==> src/rtl/flash_wq_pkg.sv <==
// Shared types for the write-strobe qualifier.
package flash_wq_pkg;
    // Sequencer states: power-up settle, blocked, idle, cycle in progress.
    typedef enum logic [1:0] {
        ST_PWRUP = 2'd0,
        ST_BLOCK = 2'd1,
        ST_IDLE  = 2'd2,
        ST_WRITE = 2'd3
    } wq_state_e;
endpackage

==> src/rtl/fwq_sync2.sv <==
// Two-flop synchroniser for a vector of independent asynchronous bits.
// Assumes each bit is sampled independently; no coherence across bits.
module fwq_sync2 #(
    parameter int             W       = 1,
    parameter logic [W-1:0]   RST_VAL = '0
) (
    input  logic         clk,
    input  logic         rst_n,
    input  logic [W-1:0] async_i,
    output logic [W-1:0] sync_o
);
    logic [W-1:0] meta_q;

    // Two register stages to settle metastability.
    always_ff @(posedge clk) begin
        if (!rst_n) begin
            meta_q <= RST_VAL;
            sync_o <= RST_VAL;
        end else begin
            meta_q <= async_i;
            sync_o <= meta_q;
        end
    end
endmodule

==> src/rtl/fwq_glitch_filter.sv <==
// Pulse-width filter: the output adopts a new level only after the input
// has shown that level for MIN_PW consecutive samples.
// Assumes a synchronised input.
module fwq_glitch_filter #(
    parameter int   MIN_PW  = 3,
    parameter logic RST_VAL = 1'b1
) (
    input  logic clk,
    input  logic rst_n,
    input  logic sync_i,
    output logic filt_o
);
    localparam int              CNT_W = $clog2(MIN_PW + 1);
    localparam logic [CNT_W-1:0] LAST = CNT_W'(MIN_PW - 1);

    logic [CNT_W-1:0] run_q;

    // Count consecutive differing samples; flip the output at the limit.
    always_ff @(posedge clk) begin
        if (!rst_n) begin
            run_q  <= '0;
            filt_o <= RST_VAL;
        end else if (sync_i == filt_o) begin
            run_q <= '0;
        end else if (run_q == LAST) begin
            run_q  <= '0;
            filt_o <= sync_i;
        end else begin
            run_q <= run_q + 1'b1;
        end
    end

    // the output only moves to a level the input has just presented.
    p_filter_follows_r6: assert property (@(posedge clk) disable iff (!rst_n)
        (filt_o != $past(filt_o)) |-> ($past(sync_i) == filt_o));
endmodule

==> src/rtl/fwq_cycle_seq.sv <==
// Write-cycle sequencer: tracks the combined filtered strobes, captures the
// address at cycle start and the data at cycle end, and emits one event.
// Assumes filtered, synchronised strobes and a synchronised lockout.
module fwq_cycle_seq
    import flash_wq_pkg::*;
#(
    parameter int AW     = 19,
    parameter int DW     = 8,
    parameter int MIN_PW = 3
) (
    input  logic          clk,
    input  logic          rst_n,
    input  logic          ce_f,
    input  logic          we_f,
    input  logic          oe_f,
    input  logic          lock,
    input  logic [AW-1:0] bus_addr,
    input  logic [DW-1:0] bus_data,
    output logic          wr_valid,
    output logic [AW-1:0] wr_addr,
    output logic [DW-1:0] wr_data
);
    localparam int             PU_CYC = MIN_PW + 4;
    localparam int             PU_W   = $clog2(PU_CYC + 1);
    localparam logic [PU_W-1:0] PU_LAST = PU_W'(PU_CYC - 1);

    wq_state_e      st_q;
    logic [PU_W-1:0] pu_q;
    logic [AW-1:0]  addr_q;
    logic           active;

    // Write qualified: both enables low, output enable high.
    assign active = !ce_f && !we_f && oe_f;

    // State, captures and event generation.
    always_ff @(posedge clk) begin
        if (!rst_n) begin
            st_q     <= ST_PWRUP;
            pu_q     <= '0;
            addr_q   <= '0;
            wr_valid <= 1'b0;
            wr_addr  <= '0;
            wr_data  <= '0;
        end else begin
            wr_valid <= 1'b0;
            unique case (st_q)
                ST_PWRUP: begin
                    if (pu_q == PU_LAST) st_q <= ST_BLOCK;
                    else                 pu_q <= pu_q + 1'b1;
                end
                ST_BLOCK: begin
                    if (!lock && !active) st_q <= ST_IDLE;
                end
                ST_IDLE: begin
                    if (lock) begin
                        st_q <= ST_BLOCK;
                    end else if (active) begin
                        st_q   <= ST_WRITE;
                        addr_q <= bus_addr;
                    end
                end
                ST_WRITE: begin
                    if (lock) begin
                        st_q <= ST_BLOCK;
                    end else if (!active) begin
                        st_q <= ST_IDLE;
                        if (oe_f) begin
                            wr_valid <= 1'b1;
                            wr_addr  <= addr_q;
                            wr_data  <= bus_data;
                        end
                    end
                end
                default: st_q <= ST_BLOCK;
            endcase
        end
    end

    // an event lasts a single clock.
    p_event_one_clk_r2: assert property (@(posedge clk) disable iff (!rst_n)
        wr_valid |=> !wr_valid);
    // an event only leaves an in-progress cycle.
    p_event_from_cycle_r2: assert property (@(posedge clk) disable iff (!rst_n)
        wr_valid |-> ($past(st_q) == ST_WRITE));
    // the reported address holds between events.
    p_addr_holds_r3: assert property (@(posedge clk) disable iff (!rst_n)
        !wr_valid |-> $stable(wr_addr));
    // lockout suppresses the next event and forces the blocked state.
    p_lock_no_event_r7: assert property (@(posedge clk) disable iff (!rst_n)
        lock |=> !wr_valid);
    p_lock_blocks_r7: assert property (@(posedge clk) disable iff (!rst_n)
        (lock && st_q != ST_PWRUP) |=> (st_q == ST_BLOCK));
    // leaving the blocked state needs an inactive bus.
    p_block_exit_r9: assert property (@(posedge clk) disable iff (!rst_n)
        (st_q == ST_IDLE && $past(st_q) == ST_BLOCK) |-> !$past(active));
endmodule

==> src/rtl/flash_wr_qualifier.sv <==
// Top of the write-strobe qualifier: synchronises bus strobes and the
// lockout, filters strobe glitches and sequences write cycles.
// Assumes bus address/data stay stable MIN_PW+4 clocks past each edge.
module flash_wr_qualifier #(
    parameter int AW     = 19,
    parameter int DW     = 8,
    parameter int MIN_PW = 3
) (
    input  logic          clk,
    input  logic          rst_n,
    input  logic          fl_ce_n,
    input  logic          fl_we_n,
    input  logic          fl_oe_n,
    input  logic [AW-1:0] fl_addr,
    input  logic [DW-1:0] fl_data,
    input  logic          supply_low,
    output logic          wr_valid,
    output logic [AW-1:0] wr_addr,
    output logic [DW-1:0] wr_data,
    output logic          eng_reset
);
    localparam int NSTRB = 3;

    logic [NSTRB-1:0] strb_s;
    logic [NSTRB-1:0] strb_f;
    logic             lock_s;

    // Strobes: bit 0 chip enable, bit 1 write enable, bit 2 output enable.
    fwq_sync2 #(.W(NSTRB), .RST_VAL({NSTRB{1'b1}})) u_strb_sync (
        .clk(clk), .rst_n(rst_n),
        .async_i({fl_oe_n, fl_we_n, fl_ce_n}),
        .sync_o(strb_s)
    );

    fwq_sync2 #(.W(1), .RST_VAL(1'b0)) u_lock_sync (
        .clk(clk), .rst_n(rst_n),
        .async_i(supply_low),
        .sync_o(lock_s)
    );

    // One filter per strobe.
    for (genvar g = 0; g < NSTRB; g++) begin : g_filt
        fwq_glitch_filter #(.MIN_PW(MIN_PW), .RST_VAL(1'b1)) u_filt (
            .clk(clk), .rst_n(rst_n),
            .sync_i(strb_s[g]),
            .filt_o(strb_f[g])
        );
    end

    fwq_cycle_seq #(.AW(AW), .DW(DW), .MIN_PW(MIN_PW)) u_seq (
        .clk(clk), .rst_n(rst_n),
        .ce_f(strb_f[0]), .we_f(strb_f[1]), .oe_f(strb_f[2]),
        .lock(lock_s),
        .bus_addr(fl_addr), .bus_data(fl_data),
        .wr_valid(wr_valid), .wr_addr(wr_addr), .wr_data(wr_data)
    );

    assign eng_reset = lock_s;

    // the engine reset tracks the lockout input two clocks later.
    p_eng_reset_lag_r7: assert property (@(posedge clk) disable iff (!rst_n)
        ($past(rst_n, 2) && $past(supply_low, 2)) |-> eng_reset);
endmodule

==> config.mk <==
export PLATFORM = sky130hd
export DESIGN_NAME = flash_wr_qualifier
export DESIGN_NICKNAME = d
export VERILOG_FILES = /design/src/rtl/flash_wq_pkg.sv /design/src/rtl/fwq_sync2.sv /design/src/rtl/fwq_glitch_filter.sv /design/src/rtl/fwq_cycle_seq.sv /design/src/rtl/flash_wr_qualifier.sv
export SDC_FILE = /design/constraint.sdc
export NUM_CORES = 1
export LEC_CHECK = 0
export BUFFER_PORTS_ARGS = -buffer_cell sky130_fd_sc_hd__buf_4
export CAP_MARGIN = 30
export CORE_MARGIN = 3
export CORE_UTILIZATION = 25
export CTS_BUF_LIST = sky130_fd_sc_hd__clkbuf_8
export CTS_CLUSTER_DIAMETER = 200
export DETAILED_ROUTE_END_ITERATION = 6
export RECOVER_POWER = 25
export SETUP_SLACK_MARGIN = 0.3
export SLEW_MARGIN = 20
export SYNTH_ARGS = -nofsm -noshare
export SYNTH_HDL_FRONTEND = slang
export SYNTH_SLANG_ARGS = --single-unit
==> constraint.sdc <==
create_clock -name clk -period 3.1 [get_ports clk]
set_input_delay 0.31 -clock clk [delete_from_list [all_inputs] [get_ports clk]]
set_output_delay 0.31 -clock clk [all_outputs]
set_load 0.01 [all_outputs]
==> key figures <==
Run status
  • Outcome: complete, no violations

Global routing
  • Global-route wire length before repair: 8.41 mm
  • Largest net degree at the start of global routing: 53
  • Initial antenna violation count: 0
  • Total track usage: 9.35%
  • Vias in the first global route: 1832
  • Grt total ovfl: 0

Final layout
  • Final Util: 33.7%
  • Area delta synth->final: 30.6%
  • Antenna Cells: 0
  • # nets final: 356
  • Share of cells above drive strength 1: 21.4%
  • Layout Cells excl Fill: 456
  • Cell area after layout: 3330 sq um
  • Layout fillers: 1035

Worst setup path
  • Crit start category: primary input
  • Slowest stage cell, crit path: clkbuf_1
  • R2r worst-path depth: 4
  • Critical path arrival: 2.32 ns
  • Critical Path Stages: 4
  • CP Class: primary input to flip-flop
  • Critical Path Fanout Max: 35
  • Crit path capture type: flip-flop
  • CP required: 3.37 ns
  • Buf+Inv Stages, Crit Path: 2
  • Crit-path cells: clkbuf_1 > inv_1 > or3_1 > nor2_1
  • CP top delay family: buffers and inverters
  • Worst stage delay on the critical path: 0.98 ns

STA
  • Final worst slack: 1.05 ns
  • Min Hold Slack: 0.150 ns
  • Final setup vio count: 0
  • Final Hold Fails: 0
  • Period utilisation layout: 66.2%
  • Worst-margin pin slew: 1.39 ns
  • Sum Neg Setup Slack: 0 ns
  • Worst slew margin: 7.32%
  • Fin crit period: 2.05 ns
  • Fmax: 0.488 GHz
  • Worst Skew: 0.0106 ns
  • Slew Limit Fails: 0
  • RSZ-0062 raised after global routing: false

Placed design
  • Placed cell count: 440
  • Post-place instance area: 3150 sq um
  • PortBufs: 61
  • Worst Setup Slack post-DPL: 1.28 ns
  • Routability cong.: 0.711
  • DP Wirelength: 3.49 mm

Detailed routing
  • TritonRoute pass-1 iters: 4
  • Final ANT Viol Nets: 0
  • Vias per inst: 4.07
  • Routed len/inst: 11.0 microns
  • Via count: 1857
  • Wirelength, routed: 5.00 mm
  • Drc violations: 0
  • Initial detailed-routing violation count: 39

Die
  • FP Rows: 36
  • DIE HEIGHT: 107 microns
  • Core footprint: 9860 sq um
  • I/O pin total: 62
  • Starting Density: 25.8%
  • Die ar.: 11400 sq um
  • Die width: 107 microns

Synth
  • Yosys cell types: 24
  • Yosys warning total: 0
  • Synth Cell Area: 2550 sq um
  • Flops & latches, synth: 69
  • Post-Syn Instances: 257
  • Syn_area_per_cell: 9.92 sq um
  • Post-synthesis sequential area ratio: 54.2%
  • Syn Nets: 295

Clock network
  • CTS Sinks: 69
  • Worst-Skew Late Latency: 0.34 ns
  • CTS Buffer Depth: 2
  • Cts repair resizes: 0
  • Hold Buf Count CTS: 0
  • H-Tree Depth: 3
  • TritonCTS buffer count: 9
  • Worst-path clk slew: 0.08 ns
  • Clock Root Buffer: clkbuf_8
  • CTS tree: yes
  • Setup bufs post-CTS: 0

Pwr
  • Maximum vdd drop: 186 uV
  • Pwr dens: 558 nW/um^2
  • Leakage: 1.41 nW
  • Pwr Total: 1.86 mW

Run
  • Reported max-cap violation count: 0

Min path
  • Min-Delay Path Class: primary input to flip-flop
  • Hold-critical path depth: 2
==> sequential cells by signal, summed over array words and instances (netlist names) <==
name / count
u_seq.wr_addr: 19
u_seq.st_q: 2
u_lock_sync.sync_o: 1
g_filt.u_filt.run_q: 6
u_lock_sync.meta_q: 1
u_seq.addr_q: 19
u_seq.wr_data: 8
u_strb_sync.sync_o: 3
g_filt.u_filt.filt_o: 3
u_seq.pu_q: 3
u_strb_sync.meta_q: 3
u_seq.wr_valid: 1
==> Yosys cell counts, drive strengths merged <==
cell    count  area, sq um
a211oi      4         30.0
a21oi       1         5.00
a41o        1         10.0
and2        2         12.5
buf         7         48.8
clkbuf      7         26.3
dfxtp      69         1380
ha          5         62.6
inv         6         22.5
mux2i      49          490
nand2      76          285
nand2b      6         37.5
nand3b      1         7.51
nor2       11         43.8
nor3        2         10.0
o21ai       1         5.00
or3         3         18.8
or3b        1         8.76
or4         1         7.51
xnor2       4         35.0
==> per-layer routing <==
layer / track usage (%) / routed length [microns] / vias to the layer above
met5: 0 / 0 / -
met2: 14.7 / 2270 / 44
met1: 11.5 / 2390 / 842
met3: 3.73 / 276 / 7
met4: 3.56 / 64 / 0
li1: - / - / 964
==> cell usage in the layout (no fill, tap or decap), drive strengths merged <==
master and n:
ha 5, o21ai 1, or3 3, dfxtp 69, clkbuf 23, nor3 2, mux2i 49, buf 51
clkinvlp 1, clkinv 3, nand2 76, a211oi 4, a21oi 1, and2 2, a41o 1, inv 6
bufinv 2, nand2b 6, xnor2 4, or3b 1, nor2 11, or4 1, nand3b 1
==> path summary, 6_finish.rpt <==
path | startpoint | end | slack [ns]
worst max-delay path | rst_n | g_filt[1].u_filt.run_q[0] | 1.05
worst min register to register | g_filt[0].u_filt.run_q[0] | g_filt[0].u_filt.run_q[0] | 0.41
worst max register to register | u_lock_sync.sync_o | u_seq.addr_q[8] | 1.27
worst min-delay path | fl_ce_n | u_strb_sync.meta_q[0] | 0.15
==> worst reg2reg max path: cells and delay by family, from the launching register on <==
family,cells,cell delay (ns)
buffers and inverters,1,0.28
DFF,1,0.33
muxes,1,0.13
and+or+nand+nor,2,0.98
==> kinds of logic (layout without fill, tap and decap cells) <==
group           Yosys count  in the layout  synth area share [%]
simple gates            103            103                  16.9
flops                    69             69                  54.2
mux                      49             49                  19.2
buf+inv                  20             86                  3.83
compound gates            7              7                  1.96
fa+ha+maj                 5              5                  2.45
xor+xnor                  4              4                  1.37
==> area by class of cell <==
type	instances	area [sq um]	area share, %
multi-input cells	168	1070	32.3
clock inverters	6	86.3	2.59
flip-flops and latches	69	1380	41.5
repair buffers	64	459	13.8
clock buffers	10	138	4.14
inverters	6	22.5	0.677
well taps	133	166	5.00
==> report_power, final <==
| group | internal (mW) | switching [mW] |
|---|---|---|
| registers | 0.910 | 0.0187 |
| logic | 0.0619 | 0.0629 |
| clock network | 0.473 | 0.331 |
No activity file was read; power rests on OpenSTA's default activity.
